===== src/rtl/fsc_pkg.sv =====
// Shared types and constants for the flash status controller.
// Assumes: status bit positions are fixed by the host polling routine.
package fsc_pkg;

    typedef enum logic [2:0] {
        ST_READ   = 3'd0,
        ST_WINDOW = 3'd1,
        ST_ERASE  = 3'd2,
        ST_PROG   = 3'd3,
        ST_FAIL   = 3'd4
    } fsc_state_e;

    localparam logic [1:0] OP_NONE  = 2'b00;
    localparam logic [1:0] OP_PROG  = 2'b01;
    localparam logic [1:0] OP_ERASE = 2'b10;
    localparam logic [1:0] OP_RESET = 2'b11;

    localparam int BIT_POLL  = 7;
    localparam int BIT_TOG   = 6;
    localparam int BIT_LIMIT = 5;
    localparam int BIT_WIN   = 3;

    function automatic int imax(input int a, input int b);
        return (a > b) ? a : b;
    endfunction

endpackage


===== src/rtl/fsc_strobe.sv =====
// Strobe decoder: turns the three active-low bus strobes into a one-cycle
// write event, a read-active level and a one-cycle read-start event.
// Assumes: strobes are already synchronous to clk.
module fsc_strobe (
    input  logic clk,
    input  logic rst_n,
    input  logic ce_n,
    input  logic we_n,
    input  logic oe_n,
    output logic wr_evt,
    output logic rd_act,
    output logic rd_evt
);
    logic wr_cond;
    logic wr_q;
    logic rd_q;

    // Decode the write and read bus conditions.
    assign wr_cond = !ce_n && !we_n && oe_n;
    assign rd_act  = !ce_n && !oe_n && we_n;

    // Remember last cycle's conditions for edge detection.
    always_ff @(posedge clk) begin
        if (!rst_n) begin
            wr_q <= 1'b0;
            rd_q <= 1'b0;
        end else begin
            wr_q <= wr_cond;
            rd_q <= rd_act;
        end
    end

    // One event per strobe assertion.
    assign wr_evt = wr_cond && !wr_q;
    assign rd_evt = rd_act && !rd_q;

    AST_WR_ONE_SHOT: assert property (@(posedge clk) disable iff (!rst_n)
        wr_evt |=> !wr_evt);

endmodule


===== src/rtl/fsc_seq.sv =====
// Operation sequencer: accepts commands, keeps the sector bitmap, runs the
// erase window, busy timers and time-limit lockout.
// Assumes: a single counter serves the window and the busy phase.
module fsc_seq
    import fsc_pkg::*;
#(
    parameter int NSECT     = 8,
    parameter int WIN_CYC   = 2500,
    parameter int ERASE_CYC = 50000,
    parameter int PROG_CYC  = 350,
    parameter int LIMIT_CYC = 200000
) (
    input  logic                     clk,
    input  logic                     rst_n,
    input  logic                     supply_ok,
    input  logic                     wr_evt,
    input  logic [1:0]               op,
    input  logic                     din_msb,
    input  logic [$clog2(NSECT)-1:0] sector_idx,
    input  logic                     blank_n,
    output fsc_state_e               state,
    output logic                     poll_bit,
    output logic [NSECT-1:0]         erase_set
);
    localparam int MAXC = imax(imax(WIN_CYC, ERASE_CYC), imax(PROG_CYC, LIMIT_CYC));
    localparam int CW   = $clog2(MAXC + 1);
    localparam logic [CW-1:0] WIN_END   = CW'(WIN_CYC - 1);
    localparam logic [CW-1:0] ERASE_END = CW'(ERASE_CYC - 1);
    localparam logic [CW-1:0] PROG_END  = CW'(PROG_CYC - 1);
    localparam logic [CW-1:0] LIM_END   = CW'(LIMIT_CYC - 1);

    fsc_state_e       st_q, st_d;
    logic [CW-1:0]    cnt_q, cnt_d;
    logic [NSECT-1:0] map_q, map_d;
    logic [NSECT-1:0] sel_one;
    logic             poll_q, poll_d;
    logic             nb_q, nb_d;

    // One-hot mask of the addressed sector.
    assign sel_one = {{(NSECT-1){1'b0}}, 1'b1} << sector_idx;

    // Next-state, counter and bitmap decision.
    always_comb begin
        st_d   = st_q;
        cnt_d  = cnt_q + CW'(1);
        map_d  = map_q;
        poll_d = poll_q;
        nb_d   = nb_q;
        unique case (st_q)
            ST_READ: begin
                cnt_d = '0;
                if (wr_evt && op == OP_PROG) begin
                    st_d   = ST_PROG;
                    poll_d = !din_msb;
                    nb_d   = blank_n;
                end else if (wr_evt && op == OP_ERASE) begin
                    st_d   = ST_WINDOW;
                    map_d  = sel_one;
                    poll_d = 1'b0;
                end
            end
            ST_WINDOW: begin
                if (wr_evt && op == OP_ERASE) begin
                    map_d = map_q | sel_one;
                    cnt_d = '0;
                end else if (cnt_q == WIN_END) begin
                    st_d  = ST_ERASE;
                    cnt_d = '0;
                end
            end
            ST_ERASE: begin
                if (cnt_q == ERASE_END)    st_d = ST_READ;
                else if (cnt_q == LIM_END) st_d = ST_FAIL;
            end
            ST_PROG: begin
                if (!nb_q && cnt_q == PROG_END) st_d = ST_READ;
                else if (cnt_q == LIM_END)      st_d = ST_FAIL;
            end
            ST_FAIL: begin
                cnt_d = cnt_q;
                if (wr_evt && op == OP_RESET) st_d = ST_READ;
            end
            default: st_d = ST_READ;
        endcase
        if (st_d == ST_READ) map_d = '0;
        if (!supply_ok) begin
            st_d  = ST_READ;
            map_d = '0;
            cnt_d = '0;
        end
    end

    // State registers.
    always_ff @(posedge clk) begin
        if (!rst_n) begin
            st_q   <= ST_READ;
            cnt_q  <= '0;
            map_q  <= '0;
            poll_q <= 1'b0;
            nb_q   <= 1'b0;
        end else begin
            st_q   <= st_d;
            cnt_q  <= cnt_d;
            map_q  <= map_d;
            poll_q <= poll_d;
            nb_q   <= nb_d;
        end
    end

    assign state     = st_q;
    assign poll_bit  = poll_q;
    assign erase_set = (st_q == ST_ERASE) ? map_q : '0;

    AST_IDLE_NEEDS_WRITE: assert property (@(posedge clk) disable iff (!rst_n)
        (st_q == ST_READ && !wr_evt) |=> st_q == ST_READ);
    AST_LOW_SUPPLY: assert property (@(posedge clk) disable iff (!rst_n)
        !supply_ok |=> (st_q == ST_READ && map_q == '0));
    AST_ERASE_HAS_SECTOR: assert property (@(posedge clk) disable iff (!rst_n)
        st_q == ST_ERASE |-> map_q != '0);
    AST_ERASE_MAP_FROZEN: assert property (@(posedge clk) disable iff (!rst_n)
        (st_q == ST_ERASE && supply_ok) |=> ($stable(map_q) || st_q == ST_READ));
    AST_FAIL_HOLD: assert property (@(posedge clk) disable iff (!rst_n)
        (st_q == ST_FAIL && supply_ok && !(wr_evt && op == OP_RESET)) |=> st_q == ST_FAIL);

endmodule


===== src/rtl/fsc_status.sv =====
// Read-data path: builds the polling status byte and keeps the toggle bit.
// Assumes: any state other than read mode answers reads with status.
module fsc_status
    import fsc_pkg::*;
(
    input  logic       clk,
    input  logic       rst_n,
    input  fsc_state_e state,
    input  logic       poll_bit,
    input  logic       rd_act,
    input  logic       rd_evt,
    input  logic [7:0] array_data,
    output logic [7:0] dout
);
    logic       busy;
    logic       tog_q;
    logic [7:0] stat;

    assign busy = (state != ST_READ);

    // Toggle bit inverts at the start of each read while busy.
    always_ff @(posedge clk) begin
        if (!rst_n)              tog_q <= 1'b0;
        else if (rd_evt && busy) tog_q <= !tog_q;
    end

    // Assemble the status byte.
    always_comb begin
        stat            = 8'h00;
        stat[BIT_POLL]  = poll_bit;
        stat[BIT_TOG]   = tog_q;
        stat[BIT_LIMIT] = (state == ST_FAIL);
        stat[BIT_WIN]   = (state == ST_ERASE);
    end

    // Output mux: nothing, array data or status.
    assign dout = !rd_act ? 8'h00 : (busy ? stat : array_data);

    AST_TOGGLE_FLIPS: assert property (@(posedge clk) disable iff (!rst_n)
        (rd_evt && busy) |=> tog_q != $past(tog_q));
    AST_IDLE_BUS_QUIET: assert property (@(posedge clk) disable iff (!rst_n)
        !rd_act |-> dout == 8'h00);

endmodule


===== src/rtl/flash_status_ctrl.sv =====
// Top: flash erase/program status controller. Ties the strobe decoder,
// operation sequencer and status read path together.
// Assumes: array contents are outside; array_data is a stub read port.
module flash_status_ctrl
    import fsc_pkg::*;
#(
    parameter int NSECT     = 8,
    parameter int WIN_CYC   = 2500,
    parameter int ERASE_CYC = 50000,
    parameter int PROG_CYC  = 350,
    parameter int LIMIT_CYC = 200000
) (
    input  logic                     clk,
    input  logic                     rst_n,
    input  logic                     supply_ok,
    input  logic                     ce_n,
    input  logic                     we_n,
    input  logic                     oe_n,
    input  logic [1:0]               op,
    input  logic [7:0]               din,
    input  logic [$clog2(NSECT)-1:0] sector_idx,
    input  logic                     blank_n,
    input  logic [7:0]               array_data,
    output logic [7:0]               dout,
    output logic [NSECT-1:0]         erase_set
);
    logic       wr_evt, rd_act, rd_evt, poll_bit;
    logic       wr_ok;
    fsc_state_e state;
    logic       unused_din;

    // Only the top data bit matters for polling.
    assign unused_din = ^din[6:0];
    // Writes are locked out while supply is low.
    assign wr_ok = wr_evt && supply_ok;

    fsc_strobe u_strobe (
        .clk(clk), .rst_n(rst_n), .ce_n(ce_n), .we_n(we_n), .oe_n(oe_n),
        .wr_evt(wr_evt), .rd_act(rd_act), .rd_evt(rd_evt)
    );

    fsc_seq #(
        .NSECT(NSECT), .WIN_CYC(WIN_CYC), .ERASE_CYC(ERASE_CYC),
        .PROG_CYC(PROG_CYC), .LIMIT_CYC(LIMIT_CYC)
    ) u_seq (
        .clk(clk), .rst_n(rst_n), .supply_ok(supply_ok), .wr_evt(wr_ok),
        .op(op), .din_msb(din[7]), .sector_idx(sector_idx), .blank_n(blank_n),
        .state(state), .poll_bit(poll_bit), .erase_set(erase_set)
    );

    fsc_status u_status (
        .clk(clk), .rst_n(rst_n), .state(state), .poll_bit(poll_bit),
        .rd_act(rd_act), .rd_evt(rd_evt), .array_data(array_data), .dout(dout)
    );

endmodule


===== config.mk =====
export PLATFORM = sky130hd
export DESIGN_NAME = flash_status_ctrl
export DESIGN_NICKNAME = d
export VERILOG_FILES = /design/src/rtl/fsc_pkg.sv /design/src/rtl/fsc_strobe.sv /design/src/rtl/fsc_seq.sv /design/src/rtl/fsc_status.sv /design/src/rtl/flash_status_ctrl.sv
export SDC_FILE = /design/constraint.sdc
export NUM_CORES = 1
export LEC_CHECK = 0
export BUFFER_PORTS_ARGS = -buffer_cell sky130_fd_sc_hd__buf_2
export CORE_AREA = 2 2 46 90
export DETAILED_ROUTE_END_ITERATION = 10
export DIE_AREA = 0 0 48 92
export HOLD_SLACK_MARGIN = 0.15
export PLACE_DENSITY_LB_ADDON = 0.12
export SYNTH_ARGS = -nofsm -noshare
export SYNTH_HDL_FRONTEND = slang
export SYNTH_SLANG_ARGS = --single-unit

===== constraint.sdc =====
create_clock -name clk -period 2.5 [get_ports clk]
set_clock_uncertainty 0.2 [all_clocks]
set_input_delay 0.125 -clock clk [delete_from_list [all_inputs] [get_ports clk]]
set_output_delay 0.125 -clock clk [all_outputs]
set_load 0.01 [all_outputs]

==> results.cfg <==
[clock_network]
cts.sinks = 34
clock_path_buffers = 2
cts-htree-levels = 2
path_clk_slew_ps = 70
numCtsBuffers = 5
cts_root_buf = clkbuf_8
clock_latency_ps = 280
cts_tree = built

[timing]
max_freq_ghz = 0.414
setup_viol = 0
fin_setup_tns_ps = 0
fin_ws_ps = 82.8
hold_viol = 0
worst_pin_slew_ps = 653
slew_viol_final = 0
finalCriticalPeriod_ps = 2420
timing.slew.headroom_pct = 56.4
rsz0062_at_grt = false
finalCritPeriodShare_pct = 96.7

[layout]
diodes = 0
design_area_mm2 = 0.00243
drive_above_1_share_pct = 23.3
fin_nets = 317
fill_cells = 360
syn2layout_area_growth_pct = 28.4

[synth]
avgSynthCellArea_um2 = 8.34
yosysUniqueCellTypes = 51
synth-main-ff-cell = dfxtp_1
synth_edf_count = 0
ys_ff_latch = 34
seq_area_frac_synth_pct = 36.0
yosysWarnings = 0
synth_top_area_cell = dfxtp_1
async_flop_share_pct = 0
synth.most_common_cell = nor2_1
synth_nets = 257
synth_cells = 227
synth_common_cells = 37 x nor2_1, 34 x dfxtp_1, 20 x nand2_1
netlist_top_cells_area = dfxtp_1 36%, nor2_1 7.3%, and2_1 5.0%
syn_area_mm2 = 0.00189
synth_top_cell_area_share_pct = 36.0

[critical_path]
critPathLaunchType = register
r2r-start = u_seq.cnt_q[0]
end_kind = register
r2r_end = u_seq.map_q[2]
crit_path_max_fanout = 8
reg2reg_depth = 7
reg2reg_setup_slack_ps = 80
cp.arrival_ps = 2370
path_class = reg -> reg
required_ps = 2450

[placed_design]
gp_congestion = 0.891
dp_worst_setup_slack_ps = 104
place_area_mm2 = 0.00220
port_buffers = 36
dp_hpwl_um = 3640

[drt]
via_per_inst = 5.43
drc = 0
firstDrtPassIters = 4
wirelength_um = 4780
antenna_left = 0
vias = 1835
wl_per_cell_um = 14.1
drtIter0Drc = 42

[worst_hold_path]
hp-class = in -> reg
hold_depth = 3
hold_start = supply_ok
min_to = u_seq.cnt_q[15]

[global_route]
grt_pass1_vias = 1819
grtUsageTotal_pct = 24.6
grt_pass1_wl_um = 7910
overflow = 0
grt_max_degree = 14
antenna_found_initial = 0

[floorplanning]
ios = 44
fp.dieH_um = 92
die_area_mm2 = 0.00442
core_area_mm2 = 0.00380
fp.dieW_um = 48
rows = 32
initial_core_util_pct = 49.8

[flow_run]
max_cap_violations = 0

[power_and_ir_drop]
irDropWorstVdd_v = 0.000423
p_leak_nw = 0.971
power.density_mw_per_mm2 = 463

[run_status]
run_status = finished, final reports clean
==> registers in the layout, indices dropped and copies added, names as in the netlist <==
signal / count
u_seq.map_q: 8
u_seq.poll_bit: 1
u_seq.cnt_q: 18
u_seq.state: 3
u_status.tog_q: 1
u_strobe.wr_q: 1
u_seq.nb_q: 1
u_strobe.rd_q: 1
==> kinds of logic (layout without fill, tap and decap cells) <==
kind of cell	Yosys count	in the layout	share of synthesized area, %
fa+ha+maj	2	2	1.32
xor+xnor	17	17	7.87
mux	2	2	1.06
compound gates	39	39	17.1
flops	34	34	36.0
buf+inv	11	71	2.91
simple gates	122	122	33.8
==> worst max-delay path by stage <==
stage | from | to | slack (ps) | cells after the start
detailed placement | u_seq.cnt_q[0] | u_seq.map_q[1] | 100 | 7
CTS | u_seq.cnt_q[0] | u_seq.map_q[4] | 80 | 7
floorplan | u_seq.cnt_q[9] | u_seq.map_q[0] | 360 | 6
global placement | u_seq.cnt_q[9] | u_seq.map_q[0] | 160 | 6
global route | u_seq.cnt_q[0] | u_seq.map_q[1] | 2 | 7
finish | u_seq.cnt_q[0] | u_seq.map_q[2] | 80 | 7
==> critical path, stage by stage, from the launching register on <==
cell      delay (ps)
dfxtp_1          420
ha_1             210
nand3_1          220
nor3_1           310
and3_1           260
o21ai_2          100
a211oi_4         440
a21oi_1          120
==> layer usage <==
metal | part of all wire (%) | GRT usage (%) | wire length (um)
met5 | 0 | 0 | 0
met4 | 3.7 | 11.0 | 179
met3 | 3.0 | 5.31 | 143
met2 | 59 | 45.4 | 2800
met1 | 35 | 22.8 | 1650
==> cell usage in the layout (no fill, tap or decap), types with 2 or more instances in the layout <==
| cell | count |
|---|---|
| nor2b_1 | 6 |
| a21oi_1 | 9 |
| nand3_1 | 9 |
| inv_1 | 5 |
| nor3_1 | 6 |
| and3_1 | 4 |
| clkbuf_8 | 6 |
| dlygate4sd3_1 | 12 |
| ha_1 | 2 |
| and2_1 | 15 |
| xnor2_1 | 7 |
| a31oi_1 | 3 |
| or4_1 | 2 |
| xor2_1 | 10 |
| mux2i_1 | 2 |
| dfxtp_1 | 34 |
| buf_4 | 10 |
| nand2_1 | 20 |
| nand2b_1 | 3 |
| a22oi_1 | 6 |
| nor4_1 | 6 |
| o21ai_0 | 3 |
| nor2_1 | 37 |
| nand4_1 | 5 |
| buf_2 | 36 |
| a32oi_1 | 2 |
==> through the flow <==
| stage | instances | util [%] | hold WS [ps] | power [W] |
|---|---|---|---|---|
| after floorplan | 227 | - | 46.7 | 0.000581 |
| after global placement | 319 | 57.7 | 180 | 0.000606 |
| after detailed placement | 319 | 57.7 | 184 | 0.000607 |
| after CTS | 338 | 63.8 | 150 | 0.00113 |
| after global routing | 338 | 63.9 | 208 | 0.00117 |
| final | 338 | 63.9 | 175 | 0.00113 |
==> what timing repair did <==
item | in CTS | in global routing
hold buffers | 12 | 0
buffers inserted | 0 | 0
gates resized for setup | 0 | 1
endpoints found under the hold margin | 14 | 0
setup endpoints to repair | 0 | 6
==> power by group <==
group / switching [W] / internal (W)
logic: 0.0000307 / 0.0000342
clock network: 0.000198 / 0.000319
registers: 0.000000859 / 0.000543
total: 0.000230 / 0.000896
==> area by class of cell <==
type	instances	area (um^2)	share of cell area, %
clock inverter	1	30.0	1.24
sequential	34	681	28.0
timing repair buffer	59	395	16.3
clock buffer	6	82.6	3.40
inverter	5	18.8	0.772
tap	51	63.8	2.63
multi-input combinational	182	1160	47.7
Note: power is estimated with default switching activity, not from simulation.
